[config.mk]
export PLATFORM = sky130hd
export DESIGN_NAME = serial_mode_ctrl
export DESIGN_NICKNAME = d
export VERILOG_FILES = /design/src/rtl/serial_mode_pkg.sv /design/src/rtl/smc_sync.sv /design/src/rtl/smc_frame_fsm.sv /design/src/rtl/smc_mode_mux.sv /design/src/rtl/serial_mode_ctrl.sv
export SDC_FILE = /design/constraint.sdc
export NUM_CORES = 1
export LEC_CHECK = 0
export CORE_MARGIN = 1.5
export CORE_UTILIZATION = 58
export DETAILED_ROUTE_END_ITERATION = 16
export PLACE_DENSITY = 0.82
export SETUP_SLACK_MARGIN = 0.2
export SYNTH_ARGS = -nofsm -noshare
export SYNTH_HDL_FRONTEND = slang
export SYNTH_SLANG_ARGS = --single-unit
export TNS_END_PERCENT = 1
[constraint.sdc]
create_clock -name clk -period 3.03 [get_ports clk]
set_clock_uncertainty 0.05 [all_clocks]
set_input_delay 0.303 -clock clk [delete_from_list [all_inputs] [get_ports clk]]
set_output_delay 0.303 -clock clk [all_outputs]
set_load 0.02 [all_outputs]
[src/rtl/serial_mode_pkg.sv]
package serial_mode_pkg;

    typedef enum logic [1:0] {
        ST_IDLE   = 2'd0,
        ST_SHIFT  = 2'd1,
        ST_COMMIT = 2'd2
    } frame_state_t;

endpackage

[src/rtl/smc_sync.sv]
module smc_sync #(
    parameter int WIDTH  = 3,
    parameter int STAGES = 2
) (
    input  logic             clk,
    input  logic             rst_n,
    input  logic [WIDTH-1:0] async_in,
    input  logic [WIDTH-1:0] rst_val,
    output logic [WIDTH-1:0] sync_out
);

    logic [STAGES-1:0][WIDTH-1:0] pipe_q;

    always_ff @(posedge clk or negedge rst_n) begin
        if (!rst_n) begin
            for (int s = 0; s < STAGES; s++) pipe_q[s] <= rst_val;
        end else begin
            pipe_q[0] <= async_in;
            for (int s = 1; s < STAGES; s++) pipe_q[s] <= pipe_q[s-1];
        end
    end

    assign sync_out = pipe_q[STAGES-1];

endmodule

[src/rtl/smc_frame_fsm.sv]
module smc_frame_fsm
    import serial_mode_pkg::*;
#(
    parameter int WORD_W    = 12,
    parameter int DAC_W     = 8,
    parameter int LOAD_BIT  = 10,
    parameter int MODE_BIT  = 11,
    parameter int MIN_EDGES = 3
) (
    input  logic             clk,
    input  logic             rst_n,
    input  logic             en_n_s,
    input  logic             sclk_s,
    input  logic             dat_s,
    output logic [DAC_W-1:0] dac_code,
    output logic             dac_upd,
    output logic             mode_gnd
);

    localparam int CNT_W   = $clog2(WORD_W + 1) + 1;
    localparam int CNT_MAX = (1 << CNT_W) - 1;

    frame_state_t      state_q, state_d;
    logic              en_prev_q, sclk_prev_q;
    logic              en_fall, en_rise, sclk_rise;
    logic [WORD_W-1:0] shreg_q;
    logic [CNT_W-1:0]  edge_cnt_q;

    always_ff @(posedge clk or negedge rst_n) begin
        if (!rst_n) begin
            en_prev_q   <= 1'b1;
            sclk_prev_q <= 1'b0;
        end else begin
            en_prev_q   <= en_n_s;
            sclk_prev_q <= sclk_s;
        end
    end

    assign en_fall   = en_prev_q & ~en_n_s;
    assign en_rise   = ~en_prev_q & en_n_s;
    assign sclk_rise = ~sclk_prev_q & sclk_s;

    // state register
    always_ff @(posedge clk or negedge rst_n) begin
        if (!rst_n) state_q <= ST_IDLE;
        else        state_q <= state_d;
    end

    // transitions: START, ACCEPT, ABORT, DONE
    always_comb begin
        state_d = state_q;
        unique case (state_q)
            ST_IDLE:   if (en_fall) state_d = ST_SHIFT;
            ST_SHIFT:  if (en_rise)
                           state_d = (edge_cnt_q >= CNT_W'(MIN_EDGES)) ? ST_COMMIT : ST_IDLE;
            ST_COMMIT: state_d = ST_IDLE;
            default:   state_d = ST_IDLE;
        endcase
    end

    // shift register and edge counter
    always_ff @(posedge clk or negedge rst_n) begin
        if (!rst_n) begin
            shreg_q    <= '0;
            edge_cnt_q <= '0;
        end else if (state_q == ST_IDLE && en_fall) begin
            shreg_q    <= '0;
            edge_cnt_q <= '0;
        end else if (state_q == ST_SHIFT && sclk_rise && !en_n_s) begin
            shreg_q <= {shreg_q[WORD_W-2:0], dat_s};
            if (edge_cnt_q != CNT_W'(CNT_MAX)) edge_cnt_q <= edge_cnt_q + 1'b1;
        end
    end

    // outputs
    always_ff @(posedge clk or negedge rst_n) begin
        if (!rst_n) begin
            dac_code <= '0;
            dac_upd  <= 1'b0;
            mode_gnd <= 1'b0;
        end else begin
            dac_upd <= 1'b0;
            if (state_q == ST_COMMIT) begin
                mode_gnd <= shreg_q[MODE_BIT];
                if (shreg_q[LOAD_BIT]) begin
                    dac_code <= shreg_q[DAC_W-1:0];
                    dac_upd  <= 1'b1;
                end
            end
        end
    end


    min_edges_chk: assert property (@(posedge clk) disable iff (!rst_n)
        (state_q == ST_COMMIT) |-> (edge_cnt_q >= CNT_W'(MIN_EDGES)));


    strobe_width_chk: assert property (@(posedge clk) disable iff (!rst_n)
        dac_upd |=> !dac_upd);


    code_hold_chk: assert property (@(posedge clk) disable iff (!rst_n)
        !$stable(dac_code) |-> dac_upd);


    mode_commit_chk: assert property (@(posedge clk) disable iff (!rst_n)
        !$stable(mode_gnd) |-> $past(state_q == ST_COMMIT));


    commit_entry_chk: assert property (@(posedge clk) disable iff (!rst_n)
        (state_q == ST_COMMIT) |-> $past(state_q == ST_SHIFT));

endmodule

[src/rtl/smc_mode_mux.sv]
module smc_mode_mux (
    input  logic mode_sel,
    input  logic mode_ovr,
    input  logic mode_gnd,
    output logic gnd_out
);

    always_comb begin
        if (mode_sel) gnd_out = mode_gnd;
        else          gnd_out = ~mode_ovr;
    end

endmodule

[src/rtl/serial_mode_ctrl.sv]
module serial_mode_ctrl #(
    parameter int WORD_W      = 12,
    parameter int DAC_W       = 8,
    parameter int LOAD_BIT    = 10,
    parameter int MODE_BIT    = 11,
    parameter int MIN_EDGES   = 3,
    parameter int SYNC_STAGES = 2
) (
    input  logic             clk,
    input  logic             rst_n,
    input  logic             ser_en_n,
    input  logic             ser_clk,
    input  logic             ser_dat,
    input  logic             mode_sel,
    input  logic             mode_ovr,
    output logic [DAC_W-1:0] dac_code,
    output logic             dac_upd,
    output logic             gnd_out
);

    logic [2:0] sync_q;
    logic       mode_gnd;

    smc_sync #(.WIDTH(3), .STAGES(SYNC_STAGES)) u_sync (
        .clk      (clk),
        .rst_n    (rst_n),
        .async_in ({ser_dat, ser_clk, ser_en_n}),
        .rst_val  (3'b001),
        .sync_out (sync_q)
    );

    smc_frame_fsm #(
        .WORD_W    (WORD_W),
        .DAC_W     (DAC_W),
        .LOAD_BIT  (LOAD_BIT),
        .MODE_BIT  (MODE_BIT),
        .MIN_EDGES (MIN_EDGES)
    ) u_fsm (
        .clk      (clk),
        .rst_n    (rst_n),
        .en_n_s   (sync_q[0]),
        .sclk_s   (sync_q[1]),
        .dat_s    (sync_q[2]),
        .dac_code (dac_code),
        .dac_upd  (dac_upd),
        .mode_gnd (mode_gnd)
    );

    smc_mode_mux u_mux (
        .mode_sel (mode_sel),
        .mode_ovr (mode_ovr),
        .mode_gnd (mode_gnd),
        .gnd_out  (gnd_out)
    );

endmodule

==> flow_metrics.tcl <==
set metrics [dict create \
    mostFrequentLayoutCells "sky130_fd_sc_hd__dfrtp_1, sky130_fd_sc_hd__clkdlybuf4s50_1, sky130_fd_sc_hd__nand3_1, sky130_fd_sc_hd__a21oi_1, sky130_fd_sc_hd__o21ai_0" \
    relSlewSlack 0.409 \
    timing_worst_setup_path_type "register to register" \
    fp.dieH_um 53.9 \
    final-max-slew-violation-count 0 \
    worst-slew-pin-transition_ns 0.882 \
    largest_net_degree_at_the_start_of_global_routing 38 \
    critical_path.n_buffers_inverters 0 \
    grt_antenna_before_repair 0 \
    syn_area_mm2 0.00150 \
    fillCellCount 178 \
    fin_ws_ns 1.13 \
    gr-total-overflow 0 \
    place.gp.congestion 0.719 \
    synth-warning-count 0 \
    final_layout_size_suffix_gt1_frac 0.148 \
    area_growth_pct 17.8 \
    syn-num-nets 131 \
    crit_start "u_fsm.state_q[0]$_DFFE_PN0P_" \
    ctsRootBufferMaster "sky130_fd_sc_hd__clkbuf_4" \
    netlist_instances 122 \
    grt_pass1_vias 979 \
    totalNegativeSetupSlack_ns 0 \
    hold_class "input port to async pin" \
    finalNonFillerCells 172 \
    die_width_um 53.9 \
    routed_via_density 5.82 \
    detail_route.wirelength_um 2750 \
    coreArea_mm2 0.00245 \
    place_hpwl_um 1690 \
    share_of_synthesized_area_occupied_by_flip_flops_and_latches 0.620 \
    route.vias.total 1001 \
    floorplan.initialDensity 0.611 \
    slowest_delay_ns 0.83 \
    final-setup-viol-count 0 \
    ctsLongestPathBuffers 2 \
    grt_first_pass_wirelength_um 4490 \
    drv_cap 0 \
    crit_arrival_ns 2.07 \
    outcome "completed" \
    worst_path_max_delay_cell "sky130_fd_sc_hd__nor4b_4" \
    remaining_drcs 0 \
    synth.avg_cell_area_um2 12.3 \
    layout.nets 150 \
    tritoncts_clock_tree "yes" \
    quantity_of_hold_fixing_buffers_added_after_cts 0 \
    critical_path_required_ns 3.20 \
    detailedPlace.worstSlack_ns 1.16 \
    cellLeakagePower_nw 0.830 \
    placement.io_buffers 16 \
    clk_transition_reported_paths_ns 0.11 \
    max_clk_rate_mhz 527 \
    ctsHtreeMaxLevel 2 \
    layout_worst_path_cycle_share 0.626 \
    antenna_violating_nets_post_route 0 \
    cp-end-kind "register" \
    placed_cells_incl_taps 164 \
    finalHoldViolCount 0 \
    floorplan.die_area_mm2 0.00290 \
    row_count 18 \
    synth.ff_latch_count 37 \
    power.density_cell_area_mw_per_mm2 568 \
    wl_per_cell_um 16.0 \
    sink_count_of_the_clock_tree 37 \
    insertion_delay_ns 0.34 \
    first_iter_violations 23 \
    cts_repair_resize_count 0 \
    path_cells "nor4b_4 > nor2b_1 > mux2_1" \
    crit_fanout 18 \
    cts.repair_timing.setup_buffer_count 0 \
    vdd.ir_drop.worst_uv 462 \
    distinct_cell_type_count_after_synthesis 24 \
    multi_input_area_um2 539 \
    drt_pre_antenna_iters 4 \
    gr-usage-all-layers 0.230 \
    pin_count 17 \
    critPathLaunchType "register" \
    cts_inserted_buffers 5 \
    grt_setup_unrepaired "no" \
    family_with_the_most_delay_on_the_worst_path "simple AND/OR/NAND/NOR gates" \
    timing.rr.start "u_fsm.state_q[0]$_DFFE_PN0P_" \
    final_period_minus_worst_setup_slack_ns 1.90 \
    final_common_cell "sky130_fd_sc_hd__dfrtp_1" \
    antenna-diode-count 0 \
    final-seq-area_um2 930 \
]
-- stage by stage --
stage               hold slack (ns)  area (um2)   util  total power (W)
finish                        0.310        1770  0.720          0.00100
global route                  0.301        1770  0.720          0.00105
CTS                           0.309        1770  0.720          0.00100
detailed placement            0.290        1680  0.685         0.000655
global placement              0.286        1680  0.685         0.000645
floorplan                   -0.0426        1500      -         0.000616
-- synth_stat cells --
cell type | count | area [um2]
sky130_fd_sc_hd__dfrtp_1 | 34 | 851
sky130_fd_sc_hd__a21oi_1 | 14 | 70.1
sky130_fd_sc_hd__nand3_1 | 14 | 70.1
sky130_fd_sc_hd__o21ai_0 | 13 | 65.1
sky130_fd_sc_hd__mux2_1 | 6 | 67.6
sky130_fd_sc_hd__mux2_2 | 6 | 67.6
sky130_fd_sc_hd__nor2b_1 | 5 | 31.3
sky130_fd_sc_hd__clkbuf_1 | 3 | 11.3
sky130_fd_sc_hd__dfstp_2 | 3 | 78.8
sky130_fd_sc_hd__nand2b_1 | 3 | 18.8
sky130_fd_sc_hd__nor2_1 | 3 | 11.3
sky130_fd_sc_hd__and3_1 | 2 | 12.5
sky130_fd_sc_hd__ha_1 | 2 | 25.0
sky130_fd_sc_hd__inv_1 | 2 | 7.51
sky130_fd_sc_hd__mux2i_1 | 2 | 20.0
sky130_fd_sc_hd__nand2_2 | 2 | 12.5
sky130_fd_sc_hd__and4bb_2 | 1 | 12.5
sky130_fd_sc_hd__buf_2 | 1 | 5.00
sky130_fd_sc_hd__buf_4 | 1 | 7.51
sky130_fd_sc_hd__nand2_1 | 1 | 3.75
sky130_fd_sc_hd__nand4bb_1 | 1 | 11.3
sky130_fd_sc_hd__nor4b_1 | 1 | 8.76
sky130_fd_sc_hd__nor4b_4 | 1 | 23.8
sky130_fd_sc_hd__or4_1 | 1 | 7.51
-- registers in the layout, summed over array words and instances, names as in the netlist, 2 cells and up --
register          cells
u_fsm.edge_cnt_q      5
u_sync.sync_out       3
u_fsm.dac_code        8
u_fsm.state_q         2
u_fsm.shreg_q        12
u_sync.pipe_q         3
-- where the power goes --
group	internal, W	switching [W]
logic	0.0000409	0.0000485
clock network	0.000197	0.000161
registers	0.000524	0.0000317
total	0.000762	0.000241
-- cells by family after synthesis --
kind of cell,after synthesis,synth area share
AO/OA/AOI/OAI,27,0.0901
multiplexers,14,0.103
AND/OR/NAND/NOR,35,0.149
flip-flops,37,0.620
buffers and inverters,7,0.0209
adder cells (fa/ha/maj),2,0.0167
-- worst paths after layout --
| kind | endpoint | slack (ns) | cells after the start |
|---|---|---|---|
| max | u_fsm.edge_cnt_q[3]$_DFFE_PN0P_ | 1.13 | 3 |
| min | u_fsm.edge_cnt_q[1]$_DFFE_PN0P_ | 0.31 | 2 |
| max reg2reg | u_fsm.edge_cnt_q[3]$_DFFE_PN0P_ | 1.13 | 3 |
| min reg2reg | u_sync.sync_out[0]$_DFF_PN1_ | 0.31 | 0 |
| max in group asynchronous | u_sync.sync_out[0]$_DFF_PN1_ | 2.25 | 2 |
| min in group clk | u_sync.sync_out[0]$_DFF_PN1_ | 0.31 | 0 |
-- area by class of cell --
type | count | share of cell area
Tap cell | 30 | 0.0212
Sequential cell | 37 | 0.526
Inverter | 2 | 0.00425
Multi-Input combinational cell | 78 | 0.305
Clock inverter | 1 | 0.0170
Timing Repair Buffer | 17 | 0.0949
Clock buffer | 7 | 0.0312
-- worst register-to-register path: cells and delay by family, from the launching register on --
kind             cells  cell delay, ns
flip-flops           1            0.47
AND/OR/NAND/NOR      2            0.94
multiplexers         1            0.32
-- per-layer routing --
layer  up-vias  GRT usage  wire length, um
met1       492      0.297             1240
met4         0      0.132               58
li1        468          -                -
met2        33      0.350             1320
met5         -          0                0
met3         8     0.0583              135
No activity file was read; power rests on OpenSTA's default activity.
